File: src/rtl/brc_pkg.sv
package brc_pkg;
  localparam int unsigned XLEN    = 32;
  localparam int unsigned OPT_W   = 5;
  localparam int unsigned LONG_W  = 24;
  localparam int unsigned SHORT_W = 14;

  // option field bit positions; the decision logic depends on them
  localparam int unsigned OPT_CR_ANY  = 4;
  localparam int unsigned OPT_CR_SET  = 3;
  localparam int unsigned OPT_CTR_OFF = 2;
  localparam int unsigned OPT_CTR_ZRO = 1;

  typedef enum logic {
    KIND_UNCOND = 1'b0,
    KIND_COND   = 1'b1
  } br_kind_e;
endpackage

File: src/rtl/brc_cr_test.sv
module brc_cr_test #(
  parameter int unsigned XLEN  = 32,
  parameter int unsigned SEL_W = 5
) (
  input  logic [XLEN-1:0]  cr_i,
  input  logic [SEL_W-1:0] sel_i,
  input  logic             any_i,
  input  logic             want_set_i,
  output logic             pass_o
);
  localparam int unsigned TOP = XLEN - 1;

  logic picked;

  always_comb begin
    picked = cr_i[TOP - int'(sel_i)];
    pass_o = any_i | (picked == want_set_i);
  end

  always_comb begin
    a_r2_any_passes: assert (!any_i || pass_o);
  end
endmodule

File: src/rtl/brc_ctr_test.sv
module brc_ctr_test #(
  parameter int unsigned XLEN = 32
) (
  input  logic [XLEN-1:0] ctr_i,
  input  logic            off_i,
  input  logic            want_zero_i,
  output logic [XLEN-1:0] ctr_dec_o,
  output logic            pass_o
);
  logic dec_is_zero;

  always_comb begin
    ctr_dec_o   = ctr_i - XLEN'(1);
    dec_is_zero = (ctr_dec_o == '0);
    pass_o      = off_i | (dec_is_zero == want_zero_i);
  end

  always_comb begin
    a_r6_zero_means_one: assert (off_i || !want_zero_i || !pass_o || ctr_i == XLEN'(1));
  end
endmodule

File: src/rtl/brc_target.sv
module brc_target #(
  parameter int unsigned XLEN    = 32,
  parameter int unsigned LONG_W  = 24,
  parameter int unsigned SHORT_W = 14
) (
  input  logic [XLEN-1:0]   pc_i,
  input  logic [LONG_W-1:0] disp_i,
  input  logic              short_i,
  input  logic              abs_i,
  output logic [XLEN-1:0]   target_o,
  output logic [XLEN-1:0]   ret_o
);
  localparam int unsigned LPAD = XLEN - LONG_W - 2;
  localparam int unsigned SPAD = XLEN - SHORT_W - 2;

  logic [XLEN-1:0] off_long;
  logic [XLEN-1:0] off_short;
  logic [XLEN-1:0] offset;
  logic [XLEN-1:0] base;

  always_comb begin
    off_long  = {{LPAD{disp_i[LONG_W-1]}}, disp_i, 2'b00};
    off_short = {{SPAD{disp_i[SHORT_W-1]}}, disp_i[SHORT_W-1:0], 2'b00};
    offset    = short_i ? off_short : off_long;
    base      = abs_i ? '0 : pc_i;
    target_o  = base + offset;
    ret_o     = pc_i + XLEN'(4);
  end

  always_comb begin
    a_r8_word_aligned: assert (abs_i || target_o[1:0] == pc_i[1:0]);
  end
endmodule

File: src/rtl/brc_unit.sv
module brc_unit
  import brc_pkg::*;
(
  input  logic               br_valid_i,
  input  logic               br_kind_i,
  input  logic [XLEN-1:0]    br_pc_i,
  input  logic [OPT_W-1:0]   br_opt_i,
  input  logic [OPT_W-1:0]   br_sel_i,
  input  logic               br_link_i,
  input  logic               br_abs_i,
  input  logic [LONG_W-1:0]  br_disp_i,
  input  logic [XLEN-1:0]    cr_i,
  input  logic [XLEN-1:0]    ctr_i,
  output logic               res_valid_o,
  output logic               taken_o,
  output logic [XLEN-1:0]    target_o,
  output logic               ctr_we_o,
  output logic [XLEN-1:0]    ctr_next_o,
  output logic               lr_we_o,
  output logic [XLEN-1:0]    lr_next_o
);
  br_kind_e        kind;
  logic            cr_pass;
  logic            ctr_pass;
  logic [XLEN-1:0] ctr_dec;
  logic [XLEN-1:0] ret_addr;
  logic            is_cond;
  logic            dec_en;

  assign kind = br_kind_e'(br_kind_i);

  brc_cr_test #(.XLEN(XLEN), .SEL_W(OPT_W)) u_cr (
    .cr_i       (cr_i),
    .sel_i      (br_sel_i),
    .any_i      (br_opt_i[OPT_CR_ANY]),
    .want_set_i (br_opt_i[OPT_CR_SET]),
    .pass_o     (cr_pass)
  );

  brc_ctr_test #(.XLEN(XLEN)) u_ctr (
    .ctr_i       (ctr_i),
    .off_i       (br_opt_i[OPT_CTR_OFF]),
    .want_zero_i (br_opt_i[OPT_CTR_ZRO]),
    .ctr_dec_o   (ctr_dec),
    .pass_o      (ctr_pass)
  );

  brc_target #(.XLEN(XLEN), .LONG_W(LONG_W), .SHORT_W(SHORT_W)) u_tgt (
    .pc_i     (br_pc_i),
    .disp_i   (br_disp_i),
    .short_i  (kind == KIND_COND),
    .abs_i    (br_abs_i),
    .target_o (target_o),
    .ret_o    (ret_addr)
  );

  always_comb begin
    is_cond     = (kind == KIND_COND);
    dec_en      = is_cond & ~br_opt_i[OPT_CTR_OFF];
    res_valid_o = br_valid_i;
    taken_o     = br_valid_i & (~is_cond | (cr_pass & ctr_pass));
    ctr_we_o    = br_valid_i & dec_en;
    ctr_next_o  = dec_en ? ctr_dec : ctr_i;
    lr_we_o     = br_valid_i & br_link_i;
    lr_next_o   = ret_addr;
  end

  always_comb begin
    a_r1_needs_both: assert (!(taken_o && is_cond) || (cr_pass && ctr_pass));
    a_r4_minus_one: assert (!ctr_we_o || ctr_next_o + XLEN'(1) == ctr_i);
    a_r5_no_write: assert (!(br_opt_i[OPT_CTR_OFF] || !is_cond) || !ctr_we_o);
    a_r8_uncond_goes: assert (!(br_valid_i && !is_cond) || taken_o);
    a_r10_link_addr: assert (!lr_we_o || lr_next_o == br_pc_i + XLEN'(4));
    a_r11_idle_quiet: assert (br_valid_i || !(taken_o || ctr_we_o || lr_we_o));
  end
endmodule

File: config.mk
export PLATFORM = sky130hd
export DESIGN_NAME = brc_unit
export DESIGN_NICKNAME = d
export VERILOG_FILES = /design/src/rtl/brc_pkg.sv /design/src/rtl/brc_cr_test.sv /design/src/rtl/brc_ctr_test.sv /design/src/rtl/brc_target.sv /design/src/rtl/brc_unit.sv
export SDC_FILE = /design/constraint.sdc
export NUM_CORES = 1
export LEC_CHECK = 0
export BUFFER_PORTS_ARGS = -buffer_cell sky130_fd_sc_hd__buf_2
export CAP_MARGIN = 15
export CORE_MARGIN = 2
export CORE_UTILIZATION = 45
export DETAILED_ROUTE_END_ITERATION = 12
export PLACE_DENSITY = 0.94
export SYNTH_ARGS = -nofsm -noshare
export SYNTH_HDL_FRONTEND = slang
export SYNTH_SLANG_ARGS = --single-unit
File: constraint.sdc
create_clock -name vclk -period 4.02
set_input_delay 0.201 -clock vclk [all_inputs]
set_output_delay 0.201 -clock vclk [all_outputs]
set_load 0.005 [all_outputs]
; ---- Word-level counts from Yosys, hierarchy flattened
; Cells that the tools add are included.
[op_classes]
div_mod_pow = 0
mul = 0
add_sub_neg = 4
n_reduce_logical = 1
n_lt_le_gt_ge = 1
bitwise_logic = 10
n_mux = 5
eq_ne = 2
shifts = 0
[op_table]
columns = op, count
row1 = $mux 32, 3
row2 = $add 32x3->32 const B, 1
row3 = $add 32x32->32, 1
row4 = $logic_not 32->1, 1
row5 = $lt 32x6->1 const B, 1
row6 = $sub 32x1->32 const B, 1
row7 = $sub 5x5->6 const A, 1
row8 = $and 1x1->1, 5
row9 = $bmux 1 s5, 1
row10 = $or 1x1->1, 3
row11 = $eq 1x1->1, 2
row12 = $not 1->1, 2
row13 = $mux 1, 1
[totals]
reg_bits = 0
latch_bits = 0
rom_bits = 0
elab_cells = 23
mem_bits_rw = 0
n_memories = 0

; ---- Longest topological paths before layout
[logic_depth]
ltp_word = 8
depth_mapped = 13
ltp_nobuf = 13

; ---- Cells and area by module
; From an unflattened synthesis, not the netlist that was laid out.
[unflattened]
hier_cells = 610
area_unflattened_um2 = 4423.0
[modules_own_cells]
columns = mod, cells_each, area_per_inst_um2, n_inst
row1 = brc_target, 395, 2568.7, 1
row2 = brc_ctr_test, 128, 929.6, 1
row3 = brc_unit, 43, 576.8, 1
row4 = brc_cr_test, 44, 347.8, 1

; ---- Worst setup path after synthesis
; No wires, ideal clock.
[synth_timing]
kind = input-to-output
startpoint = input port br_abs_i
endpoint = output port target_o[31]
arrival_time_ns = 2.532
setup_slack_ns = 1.287
path_stages = 11
path_cell_list = clkbuf_1 > nor2b_1 > ha_1 > a21o_1 > a21oi_1 > a21oi_1 > a211oi_1 > o31ai_2 > o21ai_1 > o211a_1 > a311o_1
[synth_between]
elab_chain_len = 2
[synth_lines]
columns = element, line
row1 = start: declaration, brc_unit.sv:10  ; input logic br_abs_i,
row2 = $mux 32, brc_target.sv:25  ; base = abs_i ? '0 : pc_i;
row3 = $add 32x32->32, brc_target.sv:26  ; target_o = base + offset;
row4 = end: declaration, brc_unit.sv:16  ; output logic [XLEN-1:0] target_o,
; No other way between the ends.

; ---- Worst setup path in the final report
[layout_timing]
startpoint = input port br_abs_i
endpoint = output port target_o[30]
; The elaborated chain is that of the path after synthesis.

==> results_dict.tcl <==
set metrics [dict create \
    status "finished, final reports clean" \
    antenna_cells 0 \
    grt_use_total 0.258 \
    start_kind "input pin" \
    viasPerCell 5.50 \
    nClkBuffers 0 \
    grt_max_degree 19 \
    avgSynthCellArea_um2 6.83 \
    drt-wirelength-per-cell_um 14.5 \
    seq_cell_count 0 \
    post-route-worst-setup-slack_ns 0.666 \
    synth_cells 518 \
    synth_top_area_share 0.116 \
    grt_overflow 0 \
    synth_area_um2 3540 \
    hold-path-cell-count 2 \
    synth.largest_area_cell "xnor2_1" \
    cp-end-kind "output port" \
    crit_type "in2out" \
    dpl-instance-area_um2 4750 \
    fillers 750 \
    p_leak_nw 2.35 \
    die_h_um 92.6 \
    hold_viol 0 \
    seq_area_um2 0 \
    worst_hold_slack_ns 0.596 \
    holdBufCountCts 0 \
    dr.pass1.iters 5 \
    grt_pass1_wl_mm 18.7 \
    multi_input_area_um2 3350 \
    drt-initial-drc-count 174 \
    netlist_top_cells_area "xnor2_1 12%, ha_1 11%, xor2_1 8.7%, mux4_2 6.4%, nor2b_1 5.8%" \
    maxCapViolCount 0 \
    area_growth_pct 34.2 \
    antenna_left 0 \
    wl_mm 12.1 \
    ir_worst_vdd_mv 0.0745 \
    drc 0 \
    min_from "br_pc_i[0]" \
    die_area_um2 8580 \
    io_buffers 233 \
    final_max_slew_viol_count 0 \
    rows 32 \
    fin_area_um2 4750 \
    tns_ns 0 \
    required_ns 3.82 \
    grt_setup_unrepaired "false" \
    dpl.hpwl_mm 10.6 \
    drive_above_1_share 0.347 \
    yosys_warnings 0 \
    p_total_uw 566 \
    synthesis.nets 685 \
    hold_end "lr_next_o[0]" \
    setup_viol 0 \
    core_um2 7690 \
    yosysSeqAreaShare 0 \
    post-cts-setup-buffer-count 0 \
    route.vias.total 4591 \
    gp_congestion 1.07 \
    cellPowerDensity_nw_per_um2 119 \
    ys_types 55 \
    synth.most_common_cell "xnor2_1" \
    dp_slack_ns 0.694 \
    worstMarginPinSlew_ns 0.935 \
    grt_pass1_vias 3974 \
    antenna_found_initial 0 \
    initial_utilization 0.460 \
    crit_arrival_ns 3.15 \
    synth_common_cells "47 x xnor2_1, 46 x nor2_1, 44 x nand2_1" \
    cts.repair.resized 0 \
    cp_max_fo 18 \
    fin_crit_ns 3.35 \
    design.portCount 234 \
    finalCritPeriodShare 0.834 \
    nets 901 \
    max_freq_mhz 298 \
    hold_class "in2out" \
    die_w_um 92.6 \
    relSlewSlack 0.370 \
]
[cell families after synthesis]
kind of cell / count (synthesis) / share of synthesized area
AOI/OAI and AO/OA: 107 / 0.195
xor gates and xnor gates: 82 / 0.203
adders and majority gates: 33 / 0.119
buffers and inverters: 46 / 0.0534
muxes: 12 / 0.0694
and+or+nand+nor: 238 / 0.360
[report_power, final]
group | switching (mW) | leakage (nW) | internal [mW]
clock | 0 | 0 | 0
sequential | 0 | 0 | 0
combinational | 0.296 | 2.35 | 0.270
[metrics by stage]
stage,instances,utilization
after floorplan,518,-
after global placement,834,0.617
after detailed placement,834,0.617
after CTS,834,0.617
after global routing,834,0.617
final,834,0.617
[metal layers]
layer / GRT usage / wire length [um] / vias to the layer above
li1: - / - / 2310
met1: 0.364 / 5170 / 2082
met2: 0.433 / 5860 / 175
met3: 0.0203 / 847 / 24
met4: 0.0478 / 225 / 0
met5: 0 / 0 / -
[worst max-delay path by stage]
stage / from / end / depth (start not counted) / slack [ns]
floorplan: br_abs_i / target_o[31] / 11 / 1.29
global placement: br_kind_i / target_o[31] / 13 / 0.75
detailed placement: br_abs_i / target_o[31] / 13 / 0.69
CTS: br_abs_i / target_o[31] / 13 / 0.69
global route: br_kind_i / target_o[31] / 13 / 0.43
finish: br_abs_i / target_o[30] / 15 / 0.67
[critical path, cell delays in order]
cell and delay [ns]:
buf_2 0.25, buf_4 0.28, nor2_1 0.07, ha_1 0.19, inv_1 0.07, fa_1 0.20
nor2b_1 0.07, o31a_1 0.27, o31a_1 0.29, o211ai_1 0.33, a21oi_1 0.20, a211o_1 0.30
a21oi_1 0.18, xnor2_1 0.13, buf_2 0.13
[layout by cell type (no fill, tap or decap), types with 5 or more instances in the layout]
master and count:
nor4_1 7, nand2_1 44, xor2_1 35, nand3_1 30, o21a_1 5, a21boi_0 5, nor2_1 46, a211oi_1 6
ha_1 32, nor3_1 21, nand4_1 11, and2_1 5, xnor2_1 47, nor2b_1 33, mux4_2 10, a21oi_1 28
buf_2 233, and3_1 11, o21ai_0 25, a21o_1 8, inv_1 26
[final cells by class]
cell class         count  share of cell area
inverters             26              0.0206
multi-input cells    472               0.705
well taps            102              0.0269
repair buffers       234               0.247
Power figures use the tool's default switching activity.
